### src/rtl/spim_pkg.sv
`timescale 1ns/1ps
package spim_pkg;

    typedef enum logic [2:0] {
        ST_IDLE  = 3'd0,
        ST_SETUP = 3'd1,
        ST_LEAD  = 3'd2,
        ST_XFER  = 3'd3,
        ST_TRAIL = 3'd4
    } spim_state_e;

    typedef struct packed {
        logic cpol;
        logic cpha;
    } spim_mode_t;

    // Length actually clocked: out-of-range requests fall back to the maximum.
    function automatic int spim_eff_bits(input int req, input int max_bits);
        return (req < 1 || req > max_bits) ? max_bits : req;
    endfunction

    // An edge samples when its parity (counting from 0) equals the phase bit.
    function automatic logic spim_is_sample(input logic edge_lsb, input logic cpha);
        return edge_lsb == cpha;
    endfunction

endpackage

### src/rtl/spim_halfper.sv
`timescale 1ns/1ps
module spim_halfper #(
    parameter int DIV_W = 8
) (
    input  logic             clk,
    input  logic             rst,
    input  logic             run,
    input  logic [DIV_W-1:0] div,
    output logic             tick
);
    logic [DIV_W-1:0] cnt_q;

    assign tick = run && (cnt_q == div);

    always_ff @(posedge clk) begin
        if (rst || !run || tick) cnt_q <= '0;
        else                     cnt_q <= cnt_q + 1'b1;
    end
endmodule

### src/rtl/spim_shift.sv
`timescale 1ns/1ps
module spim_shift #(
    parameter int MAX_BITS = 32,
    parameter int CNT_W    = 6
) (
    input  logic                clk,
    input  logic                rst,
    input  logic                load,
    input  logic [MAX_BITS-1:0] tx_word,
    input  logic [CNT_W-1:0]    nbits,
    input  logic                launch,
    input  logic                sample,
    input  logic                miso,
    output logic                mosi,
    output logic [MAX_BITS-1:0] rx_word
);
    logic [MAX_BITS-1:0] tx_q;
    logic [MAX_BITS-1:0] rx_q;
    logic [CNT_W-1:0]    align;

    // Left-align so the current bit is always the top one.
    assign align   = CNT_W'(MAX_BITS) - nbits;
    assign mosi    = tx_q[MAX_BITS-1];
    assign rx_word = rx_q;

    always_ff @(posedge clk) begin
        if (rst) begin
            tx_q <= '0;
            rx_q <= '0;
        end else if (load) begin
            tx_q <= tx_word << align;
            rx_q <= '0;
        end else begin
            if (launch) tx_q <= {tx_q[MAX_BITS-2:0], 1'b0};
            if (sample) rx_q <= {rx_q[MAX_BITS-2:0], miso};
        end
    end
endmodule

### src/rtl/spim_csel.sv
`timescale 1ns/1ps
module spim_csel #(
    parameter int NUM_SLV = 4,
    parameter int SLV_W   = 2
) (
    input  logic             clk,
    input  logic             rst,
    input  logic             grab,
    input  logic             drop,
    input  logic [SLV_W-1:0] idx,
    output logic [NUM_SLV-1:0] cs_n
);
    genvar i;
    generate
        for (i = 0; i < NUM_SLV; i++) begin : g_sel
            logic sel_n_q;
            always_ff @(posedge clk) begin
                if (rst || drop) sel_n_q <= 1'b1;
                else if (grab)   sel_n_q <= (idx != SLV_W'(i));
            end
            assign cs_n[i] = sel_n_q;
        end
    endgenerate
endmodule

### src/rtl/spi_master_ctl.sv
`timescale 1ns/1ps
module spi_master_ctl
    import spim_pkg::*;
#(
    parameter int NUM_SLV  = 4,
    parameter int MAX_BITS = 32,
    parameter int DIV_W    = 8,
    localparam int SLV_W   = (NUM_SLV > 1) ? $clog2(NUM_SLV) : 1,
    localparam int CNT_W   = $clog2(MAX_BITS + 1),
    localparam int EDGE_W  = CNT_W + 1
) (
    input  logic                clk,
    input  logic                rst,
    input  logic                cmd_valid,
    output logic                cmd_ready,
    input  logic [SLV_W-1:0]    cmd_slave,
    input  logic                cmd_cpol,
    input  logic                cmd_cpha,
    input  logic [CNT_W-1:0]    cmd_nbits,
    input  logic [MAX_BITS-1:0] cmd_tx,
    input  logic [DIV_W-1:0]    cmd_div,
    output logic                sclk,
    output logic                mosi,
    input  logic                miso,
    output logic [NUM_SLV-1:0]  cs_n,
    output logic [MAX_BITS-1:0] rx_data,
    output logic                rx_done
);
    spim_state_e         st_q;
    spim_mode_t          mode_q;
    logic [SLV_W-1:0]    idx_q;
    logic [DIV_W-1:0]    div_q;
    logic [CNT_W-1:0]    nb_q;
    logic [EDGE_W-1:0]   edge_q;
    logic                sclk_q;
    logic                done_q;
    logic [MAX_BITS-1:0] rxd_q;

    logic                accept;
    logic                run;
    logic                tick;
    logic                edge_ev;
    logic                last_edge;
    logic                smp;
    logic                lau;
    logic                release_cs;
    logic [CNT_W-1:0]    nb_eff;
    logic [MAX_BITS-1:0] rx_word;

    assign cmd_ready  = (st_q == ST_IDLE);
    assign accept     = cmd_valid && cmd_ready;
    assign nb_eff     = CNT_W'(spim_eff_bits(int'(cmd_nbits), MAX_BITS));
    assign run        = (st_q == ST_LEAD) || (st_q == ST_XFER) || (st_q == ST_TRAIL);
    assign edge_ev    = tick && ((st_q == ST_LEAD) || (st_q == ST_XFER));
    assign last_edge  = (edge_q == (EDGE_W'({nb_q, 1'b0}) - EDGE_W'(1)));
    assign smp        = edge_ev && spim_is_sample(edge_q[0], mode_q.cpha);
    assign lau        = edge_ev && !spim_is_sample(edge_q[0], mode_q.cpha)
                        && (edge_q != '0);
    assign release_cs = tick && (st_q == ST_TRAIL);

    spim_halfper #(.DIV_W(DIV_W)) u_halfper (
        .clk  (clk),
        .rst  (rst),
        .run  (run),
        .div  (div_q),
        .tick (tick)
    );

    spim_shift #(.MAX_BITS(MAX_BITS), .CNT_W(CNT_W)) u_shift (
        .clk     (clk),
        .rst     (rst),
        .load    (accept),
        .tx_word (cmd_tx),
        .nbits   (nb_eff),
        .launch  (lau),
        .sample  (smp),
        .miso    (miso),
        .mosi    (mosi),
        .rx_word (rx_word)
    );

    spim_csel #(.NUM_SLV(NUM_SLV), .SLV_W(SLV_W)) u_csel (
        .clk  (clk),
        .rst  (rst),
        .grab (st_q == ST_SETUP),
        .drop (release_cs),
        .idx  (idx_q),
        .cs_n (cs_n)
    );

    always_ff @(posedge clk) begin
        if (rst) begin
            st_q   <= ST_IDLE;
            mode_q <= '0;
            idx_q  <= '0;
            div_q  <= '0;
            nb_q   <= '0;
            edge_q <= '0;
            sclk_q <= 1'b0;
            done_q <= 1'b0;
            rxd_q  <= '0;
        end else begin
            done_q <= 1'b0;
            unique case (st_q)
                ST_IDLE: begin
                    if (accept) begin
                        mode_q <= '{cpol: cmd_cpol, cpha: cmd_cpha};
                        idx_q  <= cmd_slave;
                        div_q  <= cmd_div;
                        nb_q   <= nb_eff;
                        edge_q <= '0;
                        sclk_q <= cmd_cpol;
                        st_q   <= ST_SETUP;
                    end
                end
                ST_SETUP: st_q <= ST_LEAD;
                ST_LEAD, ST_XFER: begin
                    if (edge_ev) begin
                        sclk_q <= ~sclk_q;
                        edge_q <= edge_q + 1'b1;
                        if (st_q == ST_LEAD) st_q <= ST_XFER;
                        else if (last_edge)  st_q <= ST_TRAIL;
                    end
                end
                ST_TRAIL: begin
                    if (tick) begin
                        done_q <= 1'b1;
                        rxd_q  <= rx_word;
                        st_q   <= ST_IDLE;
                    end
                end
                default: st_q <= ST_IDLE;
            endcase
        end
    end

    assign sclk    = sclk_q;
    assign rx_done = done_q;
    assign rx_data = rxd_q;
endmodule

### config.mk
export PLATFORM = sky130hd
export DESIGN_NAME = spi_master_ctl
export DESIGN_NICKNAME = d
export VERILOG_FILES = /design/src/rtl/spim_pkg.sv /design/src/rtl/spim_halfper.sv /design/src/rtl/spim_shift.sv /design/src/rtl/spim_csel.sv /design/src/rtl/spi_master_ctl.sv
export SDC_FILE = /design/constraint.sdc
export NUM_CORES = 1
export LEC_CHECK = 0
export ABC_AREA = 1
export BUFFER_PORTS_ARGS = -buffer_cell sky130_fd_sc_hd__buf_4
export CORE_MARGIN = 2
export CORE_UTILIZATION = 43
export CTS_CLUSTER_DIAMETER = 40
export DETAILED_ROUTE_END_ITERATION = 12
export SLEW_MARGIN = 20
export SYNTH_ARGS = -nofsm -noshare
export SYNTH_HDL_FRONTEND = slang
export SYNTH_HIERARCHICAL = 1
export SYNTH_SLANG_ARGS = --single-unit
export TNS_END_PERCENT = 10
### constraint.sdc
create_clock -name clk -period 5.15 [get_ports clk]
set_input_delay 0.7725 -clock clk [delete_from_list [all_inputs] [get_ports clk]]
set_output_delay 0.7725 -clock clk [all_outputs]
set_load 0.01 [all_outputs]
==> Word level (Yosys, flattened, before mapping) <==
Index checks and enable logic that the tools add are counted.
{ "word_totals": {"inputBits": 54, "wordCells": 82, "output_inout_bits": 40, "register_bits": 137} }
{ "classes": {"shifts": 1, "reduce_logical": 27, "addsub": 4, "n_bitwise": 2, "magnitude_cmp": 2, "n_eq_ne": 14, "muxes": 16} }
{ "ops": {"columns": ["operator", "count"], "rows": [
  ["$mux W32", 2],
  ["$shl A32 B6 Y32", 1],
  ["$mux W3", 5],
  ["$mux W7", 2],
  ["$pmux W7 S2", 1],
  ["$pmux W3 S4", 1],
  ["$add A8 B1 Y8 const B", 1],
  ["$eq A8 B8 Y1", 1],
  ["$ne A2 B2 Y1 const B", 4],
  ["$add A7 B1 Y7 const B", 1],
  ["$eq A7 B7 Y1", 1],
  ["$logic_and A1 B1 Y1", 7],
  ["$reduce_bool A7 Y1", 1],
  ["$sub A7 B1 Y7 const B", 1],
  ["$eq A3 B2 Y1 const B", 2],
  ["$gt A6 B6 Y1 const B", 1],
  ["$logic_or A1 B1 Y1", 6],
  ["$lt A6 B1 Y1 const B", 1],
  ["$mux W6", 1],
  ["$reduce_bool A2 Y1", 3],
  ["$reduce_or A2 Y1", 3],
  ["$sub A6 B6 Y6 const A", 1],
  ["$ne A2 B1 Y1 const B", 2],
  ["$reduce_and A2 Y1", 2],
  ["other kinds (11)", 15]
]} }

==> Longest topological paths before layout <==
Gate-level depths: netlist of run 1.
{ "depth": {"depth_word": 9, "ltp_mapped": 23, "mapped_depth_nobuf": 20} }

==> Modules after synthesis <==
The synthesis of run 1 kept the hierarchy.
{ "by_module_without_submodules": {"columns": ["mod", "instances", "seq_area_each_um2", "cells_each", "area_each_um2"], "rows": [
  ["spim_shift", 1, 1281.2, 705, 4136.5],
  ["spi_master_ctl", 1, 1221.2, 368, 2648.8],
  ["spim_halfper", 1, 160.2, 84, 525.5],
  ["spim_csel", 1, 80.1, 34, 211.5]
]} }

==> Least setup slack after synthesis of run 1 <==
OpenSTA, ideal clock, no wires.
{ "synth_timing": {"path_kind": "in2reg", "from": "in cmd_nbits[1]", "to": "reg u_shift.tx_q[27]", "n_path_buf": 3, "arrival_time_ns": 2.987, "slack_ns": 2.054, "setup_ns": 0.109, "required_ns": 5.041, "path_stages": 20, "path_cell_list": "inv_1 > nand4_1 > nor2_1 > nor2_1 > nor2_1 > inv_2 > buf_6 > buf_4 > ha_1 > inv_1 > buf_1 > nand3_1 > nand3_1 > nand2_1 > nand2_1 > nand2_1 > nand2_1 > nand3_1 > nand2_1 > inv_1"} }
{ "synth_via": {"elab_chain_len": 6, "elab_cells_between_ends": 7, "classes_between": "add/sub: 1; order compare: 2; shift: 1; mux: 2; reduce/logical: 1"} }
{ "synth_rtl": {"columns": ["element", "line_no", "text"], "rows": [
  ["start: declaration", "spi_master_ctl.sv:19", "input logic [CNT_W-1:0] cmd_nbits,"],
  ["$lt A6 B1 Y1 or $gt A6 B6 Y1 (tied branches)", "spim_pkg.sv:19", "return (req < 1 || req > max_bits) ? max_bits : req;"],
  ["$logic_or A1 B1 Y1 *", "spim_pkg.sv:19", null],
  ["$mux W6 *", "spim_pkg.sv:19", null],
  ["named net nb_eff[0]", "spi_master_ctl.sv:47", "logic [CNT_W-1:0] nb_eff;"],
  ["$sub A6 B6 Y6 *", "spim_shift.sv:22", "assign align = CNT_W'(MAX_BITS) - nbits;"],
  ["$shl A32 B6 Y32 *", "spim_shift.sv:31", "tx_q <= tx_word << align;"],
  ["$mux W32 *", "spim_shift.sv:30", "end else if (load) begin"],
  ["end signal: assignment", "spim_shift.sv:31", null],
  ["end signal: assignment", "spim_shift.sv:34", "if (launch) tx_q <= {tx_q[MAX_BITS-2:0], 1'b0};"],
  ["end: declaration", "spim_shift.sv:17", "logic [MAX_BITS-1:0] tx_q;"]
]} }
The timed path passes the listed nets; every way through them passes the cells marked *.
A chain may end at the register's enable or synchronous reset.

==> Worst setup path in the final report of run 1 <==
{ "layout_timing": {"from": "reg st_q[0]", "to": "reg u_shift.tx_q[12]"} }
{ "layout_via": {"elab_chain_len": 8, "elab_cells_between_ends": 13, "classes_between": "eq/ne: 3; mux: 1; reduce/logical: 9"} }
{ "layout_rtl": {"columns": ["element", "line_no", "text"], "rows": [
  ["start: declaration", "spi_master_ctl.sv:29", "spim_state_e st_q;"],
  ["start signal: assignment", "spi_master_ctl.sv:93", "st_q <= ST_IDLE;"],
  ["start signal: assignment", "spi_master_ctl.sv:113", "st_q <= ST_SETUP;"],
  ["start signal: assignment", "spi_master_ctl.sv:116", "ST_SETUP: st_q <= ST_LEAD;"],
  ["$eq A3 B2 Y1", "spi_master_ctl.sv:53", "assign run = (st_q == ST_LEAD) || (st_q == ST_XFER) || (st_q == ST_TRAIL);"],
  ["$logic_or A1 B1 Y1", "spi_master_ctl.sv:53", null],
  ["$logic_or A1 B1 Y1 *", "spi_master_ctl.sv:53", null],
  ["named net run", "spi_master_ctl.sv:40", "logic run;"],
  ["$logic_and A1 B1 Y1 *", "spim_halfper.sv:13", "assign tick = run && (cnt_q == div);"],
  ["named net tick", "spi_master_ctl.sv:41", "logic tick;"],
  ["$logic_and A1 B1 Y1 *", "spi_master_ctl.sv:54", "assign edge_ev = tick && ((st_q == ST_LEAD) || (st_q == ST_XFER));"],
  ["$logic_and A1 B1 Y1 *", "spi_master_ctl.sv:57", "assign lau = edge_ev && !spim_is_sample(edge_q[0], mode_q.cpha)"],
  ["$logic_and A1 B1 Y1 *", "spi_master_ctl.sv:58", "&& (edge_q != '0);"],
  ["named net lau", "spi_master_ctl.sv:45", "logic lau;"],
  ["$reduce_bool A2 Y1 (no source line) *", null, null]
]} }
Marked as above.

==> metrics.csv, run 1 <==
stage,metric,value,unit
run_status,status,"finished, final reports clean",
timing,fmax,299.2,MHz
timing,slew_headroom,32.59,%
placement,port-buffer-count,93,
logic_synthesis,synth_top_area_cell,dfxtp_1,
critical_path,cp.arrival,3.69,ns
grt,grt_usage,22.20,%
critical_path,critical_path_peak_fanout,31,
critical_path,slowest_stage,inv_1,
timing,hold_viol_final,0,
drt,first_pass_iters,5,
drt,drt-total-wl,20040,um
cells_and_area,final_cell_mix,"nand2_1 (325), nand3_1 (184), nor2_1 (142)",
grt,grt-ovfl-total,0,
cts,cts_hold_buf,0,
floorplan,fp.dieW,136.3,um
logic_synthesis,synth_cell_types,38,
grt,first_global_vias,6810,
logic_synthesis,syn_nets,1250,
drt,vias,7621,
logic_synthesis,synthTopCellsByArea,"dfxtp_1 (36%), nand2_1 (16%), nand3_1 (12%)",
grt,grt_pass1_wl,33260,um
cts,cts_buffer_depth,2,
logic_synthesis,synth_edf_count,0,
placement,dp_hpwl,13900,um
floorplan,io_pins,94,
drt,ant_nets,0,
logic_synthesis,async_flop_share,0,%
cts,ctsRootBufferMaster,clkbuf_16,
critical_path,cp_num_buf_inv,2,
critical_path,cp_common_cell,nor2_1,
power,leakagePower,4.191,nW
cells_and_area,area_growth,19.11,%
timing,setup_violations,0,
floorplan,die_h,136.3,um
floorplan,initial_core_util,43.79,%
critical_path,worst-r2r-setup-slack,1.81,ns
drt,avgRoutedWirePerCell,13.46,um
placement,gp_routability_congestion,0.8983,
timing,holdWs,0.4689,ns
logic_synthesis,ys_warn_count,6,
logic_synthesis,ys_ff_latch,137,
logic_synthesis,ys.flop_type,dfxtp_1,
drt,drc_errors,0,
critical_path,required,5.50,ns
drt,via_per_inst,5.118,
cts,clkTransAtPathRegs,0.06,ns
logic_synthesis,syn_inst,1191,
cells_and_area,layout.nets,1310,
timing,period_share,64.91,%
critical_path,worstSetupPathType,reg2reg,
logic_synthesis,synth_top_area_share,36.46,%
cts,cts_tree,done,
timing,worstMarginPinSlew,1.010,ns
power,power_density,404.4,mW/mm^2
drt,initialDrtViolationCount,489,
cells_and_area,n_antenna_cell,0,
timing,post-route-min-period,3.343,ns
critical_path,cpLargestDelayFamily,simple AND/OR/NAND/NOR gates,
critical_path,cp-end-kind,flop,
placement,dp_cells,1457,
timing,setup_tns,0,ns
cells_and_area,final_common_cell,nand2_1,
cells_and_area,finalNonFillerCells,1489,
logic_synthesis,yosysSeqAreaShare,36.46,%
timing,fin_skew,0.01280,ns
cts,ctsHtreeMaxLevel,4,
placement,dpl-instance-area,0.008300,sq mm
timing,rsz0062_at_grt,false,
logic_synthesis,syn_area,0.007522,sq mm
power,ir_worst_vdd,0.2690,mV
cts,clk_latency,0.42,ns
cts,post_cts_buffers,0,
hold_path,min_path_type,reg2reg,
timing,finalMaxSlewViolations,0,
critical_path,start_kind,flop,
cts,cts_buffers,17,
floorplan,core,0.01718,sq mm
floorplan,dieArea,0.01857,sq mm
cells_and_area,post-route-cell-area,0.008960,sq mm
grt,antenna_found_initial,0,
critical_path,path_cells,"nor2_1, nand2_1, nand2_2, nor2_1, inv_1, nand4_1, nor3_1, nand2_4, a311oi_1, nor2_1, inv_1, o21ai_0, a21oi_1",
floorplan,rows,48,
cells_and_area,layout-drive-gt1-share,13.21,%
cts,post_cts_resized,0,
cts,clkSinkCount,137,
grt,grt_max_degree,39,
logic_synthesis,postSynthAreaPerCell,6.316,sq um
run,drv_cap,0,
cells_and_area,fillers,1805,
critical_path,max_stage_delay,0.66,ns
worst paths after layout:
path / startpoint / to / depth (start not counted)
max: st_q[0] / u_shift/tx_q[12] / 13
min reg2reg: u_shift/tx_q[0] / u_shift/tx_q[0] / 2
max reg2reg: st_q[0] / u_shift/tx_q[12] / 13
min: u_shift/tx_q[0] / u_shift/tx_q[0] / 2
sequential cells by signal, indices dropped and copies added (netlist names), 4 cells and up:
signal                count
u_shift/tx_q             32
u_shift/rx_word          32
div_q                     8
u_halfper/cnt_q           8
u_csel/g_sel.sel_n_q      4
edge_q                    7
rx_data                  32
nb_q                      6
metal layers:
metal	up-vias	global-route usage, %	part of all wire (%)
met5	-	0	0
li1	3979	-	-
met4	0	6.771	1.4
met1	3438	29.70	48
met3	22	4.698	4.9
met2	182	35.85	46
final cells by class:
class | count | area, sq um | area share (%)
Multi-Input combinational cell | 889 | 4090 | 45.65
Sequential cell | 137 | 2743 | 30.61
Timing Repair Buffer | 106 | 808.3 | 9.021
Clock buffer | 19 | 442.9 | 4.943
Inverter | 100 | 377.9 | 4.217
Tap cell | 225 | 281.5 | 3.142
Clock inverter | 13 | 216.5 | 2.416
cell usage after synthesis, types with 8 or more instances:
| library cell | instances |
|---|---|
| nand2_1 | 325 |
| a21oi_1 | 74 |
| nor2_1 | 144 |
| o21ai_0 | 100 |
| buf_2 | 16 |
| inv_1 | 94 |
| dfxtp_1 | 137 |
| nand3_1 | 184 |
| clkbuf_1 | 32 |
| buf_4 | 10 |
| xor2_1 | 9 |
| nand4_1 | 8 |
metrics by stage:
stage	setup WS (ns)	total power [mW]	util (%)
2_1_floorplan	2.054	2.029	-
3_3_place_gp	1.723	2.273	48.32
3_5_place_dp	1.627	2.275	48.32
4_1_cts	1.861	3.645	52.16
5_1_grt	1.537	3.859	52.16
6_report	1.807	3.624	52.16
worst reg2reg max path: cells and delay by family (launching register included):
| kind | cells | cell delay, ns |
|---|---|---|
| compound gates | 3 | 0.74 |
| buf+inv | 2 | 0.80 |
| flops | 1 | 0.35 |
| simple gates | 8 | 1.38 |
logic make-up (layout without fill, tap and decap cells):
| logic type | after synthesis | count (layout) | share of synthesized area (%) |
|---|---|---|---|
| compound gates | 185 | 185 | 12.67 |
| fa+ha+maj | 5 | 5 | 0.8317 |
| buf+inv | 165 | 238 | 9.232 |
| xor+xnor | 13 | 13 | 1.514 |
| simple gates | 686 | 686 | 39.29 |
| flops | 137 | 137 | 36.46 |
where the power goes:
part	internal (mW)	total (mW)	switching, mW
Combinational	0.347	1.02	0.668
Sequential	1.18	1.25	0.0713
Clock	0.878	1.36	0.483
No activity file was read; power rests on OpenSTA's default activity.
==> inputs of run 2 (changes only) <==
==> constraint.sdc (replaced) <==
create_clock -name clk -period 3.3 [get_ports clk]
set_input_delay 0.495 -clock clk [delete_from_list [all_inputs] [get_ports clk]]
set_output_delay 0.495 -clock clk [all_outputs]
set_load 0.01 [all_outputs]
==> run 2 against run 1 <==
- first-iteration DRC count is 1.0% lower
- highest routed layer unchanged
- via count is 0.67% lower
- power is 45% higher
- global-route usage is 0.11 points lower
- register-to-register slack worse by 1.4 ns
- critical endpoint is now rx_data[7]
==> metrics.csv, run 2 (synthesis gave the netlist of run 1 again) <==
stage,metric,value,unit,change
floorplan,core,0.01718,sq mm,unchanged
critical_path,cpLargestDelayFamily,simple AND/OR/NAND/NOR gates,,unchanged
timing,slew_headroom,34.97,%,was 32.59%
critical_path,path_cells,"nor2_1, nand2_1, nand2_2, nor2_1, inv_1, nand4_1, nor3_1, buf_4, inv_1, nor2_2, clkinv_1, nor2_1, nor2_1",,"was nor2_1, nand2_1, nand2_2, nor2_1, inv_1, nand4_1, nor3_1, nand2_4, a311oi_1, nor2_1, inv_1, o21ai_0, a21oi_1"
cts,post_cts_resized,0,,unchanged
critical_path,slowest_stage,clkinv_1,,was inv_1
run_status,status,"finished, final reports clean",,unchanged
placement,dp_hpwl,13940,um,was 13900 um
critical_path,cp.arrival,3.17,ns,was 3.69 ns
power,power_density,594.4,mW/mm^2,was 404.4 mW/mm^2
timing,hold_viol_final,0,,unchanged
cts,clkTransAtPathRegs,0.06,ns,about the same
critical_path,cp_num_buf_inv,4,,was 2
critical_path,required,3.60,ns,was 5.50 ns
critical_path,worstSetupPathType,reg2reg,,unchanged
timing,setup_violations,0,,unchanged
drt,drc_errors,0,,unchanged
cells_and_area,area_growth,17.65,%,was 19.11%
hold_path,hold_end,sclk,,was u_shift/tx_q[0]
floorplan,die_h,136.3,um,unchanged
timing,period_share,86.97,%,was 64.91%
power,ir_worst_vdd,0.4023,mV,was 0.2690 mV
critical_path,rr_endpoint,rx_data[7],,was u_shift/tx_q[12]
critical_path,cp-end-kind,flop,,unchanged
hold_path,min_path_type,in2reg,,was reg2reg
run,drv_cap,0,,unchanged
cts,clkSinkCount,137,,unchanged
cts,post_cts_buffers,0,,unchanged
cts,cts_tree,done,,unchanged
floorplan,dieArea,0.01857,sq mm,unchanged
critical_path,cp_common_cell,nor2_1,,unchanged
drt,avgRoutedWirePerCell,13.42,um,was 13.46 um
drt,drt-total-wl,20000,um,was 20040 um
placement,place_ws,0.3128,ns,was 1.627 ns
grt,first_global_vias,6870,,was 6810
cts,clk_latency,0.43,ns,was 0.42 ns
power,leakagePower,4.151,nW,was 4.191 nW
cts,ctsHtreeMaxLevel,4,,unchanged
critical_path,rr_worst_depth,13,,unchanged
drt,initialDrtViolationCount,484,,was 489
timing,final.setup.worst_slack,0.4299,ns,was 1.807 ns
cells_and_area,layout-drive-gt1-share,13.20,%,was 13.21%
floorplan,fp.dieW,136.3,um,unchanged
cts,ctsRootBufferMaster,clkbuf_16,,unchanged
grt,antenna_found_initial,0,,unchanged
cells_and_area,n_antenna_cell,0,,unchanged
timing,finalMaxSlewViolations,0,,unchanged
floorplan,initial_core_util,43.79,%,unchanged
grt,grt_pass1_wl,32770,um,was 33260 um
timing,fin_skew,0.01974,ns,was 0.01280 ns
drt,first_pass_iters,5,,unchanged
cells_and_area,final_common_cell,nand2_1,,unchanged
drt,via_per_inst,5.081,,was 5.118
timing,rsz0062_at_grt,false,,unchanged
critical_path,start_kind,flop,,unchanged
timing,fmax,348.4,MHz,was 299.2 MHz
drt,ant_nets,0,,unchanged
cells_and_area,layout.nets,1315,,was 1310
placement,gp_routability_congestion,0.8946,,was 0.8983
cts,cts_buffer_depth,2,,unchanged
critical_path,startpoint,st_q[0],,unchanged
cells_and_area,final_cell_mix,"nand2_1 (325), nand3_1 (184), nor2_1 (142)",,unchanged
grt,grt_usage,22.09,%,was 22.20%
cts,cts_buffers,17,,unchanged
timing,worstMarginPinSlew,0.9743,ns,was 1.010 ns
critical_path,critical_path_peak_fanout,33,,was 31
placement,port-buffer-count,93,,unchanged
hold_path,min_from,cmd_cpol,,was u_shift/tx_q[0]
cts,cts_hold_buf,0,,unchanged
drt,vias,7570,,was 7621
grt,grt-ovfl-total,0,,unchanged
timing,post-route-min-period,2.870,ns,was 3.343 ns
floorplan,io_pins,94,,unchanged
floorplan,rows,48,,unchanged
timing,setup_tns,0,ns,unchanged
critical_path,worst-r2r-setup-slack,0.43,ns,was 1.81 ns
grt,grt_max_degree,36,,was 39
hold_path,hold_path_depth,3,,was 2
critical_path,r2r-start,st_q[0],,unchanged
critical_path,max_stage_delay,0.73,ns,was 0.66 ns
## run 2: changes by cell type in the layout (fill, tap and decap cells not counted), sizes merged
cell	change
clkinv	+2
clkbuf	+1
inv	-3
buf	+5
bufinv	-4
## run 2: power by group
part / leakage [nW] / switching (mW) / total (mW) / internal [mW]
clock: 0.253 / 0.695 / 1.73 / 1.03
combinational: 2.79 / 1.03 / 1.58 / 0.550
sequential: 1.11 / 0.114 / 1.95 / 1.84
total: 4.15 / 1.84 / 5.26 / 3.42
## run 2: worst max path at each step
stage | cells after the start | to | slack (ns)
final | 13 | rx_data[7] | 0.43
after global routing | 13 | rx_data[19] | 0.05
after CTS | 16 | u_shift/tx_q[23] | 0.67
after detailed placement | 20 | u_shift/tx_q[30] | 0.31
after global placement | 20 | u_shift/tx_q[30] | 0.38
after floorplan | 20 | u_shift/tx_q[27] | 0.48
## run 2: layout make-up
type	count	area (sq um)
fillers	1820	8327
multi-input cells	889	4090
flip-flops and latches	137	2743
repair buffers	111	833.3
clock buffers	20	446.7
inverters	100	377.9
well taps	225	281.5
clock inverters	8	77.57
## run 2: per-stage QoR
stage                     hold slack, ns  instances  area, sq um  utilization [%]  total power, mW
final                             0.3254       1490         8850            51.52            5.260
after global routing              0.3309       1490         8850            51.52            5.612
after CTS                         0.3108       1490         8850            51.52            5.308
after detailed placement          0.4541       1462         8325            48.47            3.554
after global placement            0.4513       1462         8325            48.47            3.554
after floorplan                   0.4406       1191         7522                -            3.166
## run 2: metal layers
| layer | track usage (%) | up-vias | share of wire [%] |
|---|---|---|---|
| li1 | - | 3983 | - |
| met1 | 29.53 | 3358 | 49 |
| met2 | 34.23 | 187 | 45 |
| met3 | 4.698 | 42 | 4.2 |
| met4 | 9.722 | 0 | 2.6 |
| met5 | 0 | - | 0 |
## run 2: worst reg2reg max path: stages (launching register included)
cell	delay, ns
dfxtp_1	0.35
nor2_1	0.15
nand2_1	0.13
nand2_2	0.13
nor2_1	0.05
inv_1	0.13
nand4_1	0.12
nor3_1	0.15
buf_4	0.17
inv_1	0.08
nor2_2	0.13
clkinv_1	0.73
nor2_1	0.36
nor2_1	0.08
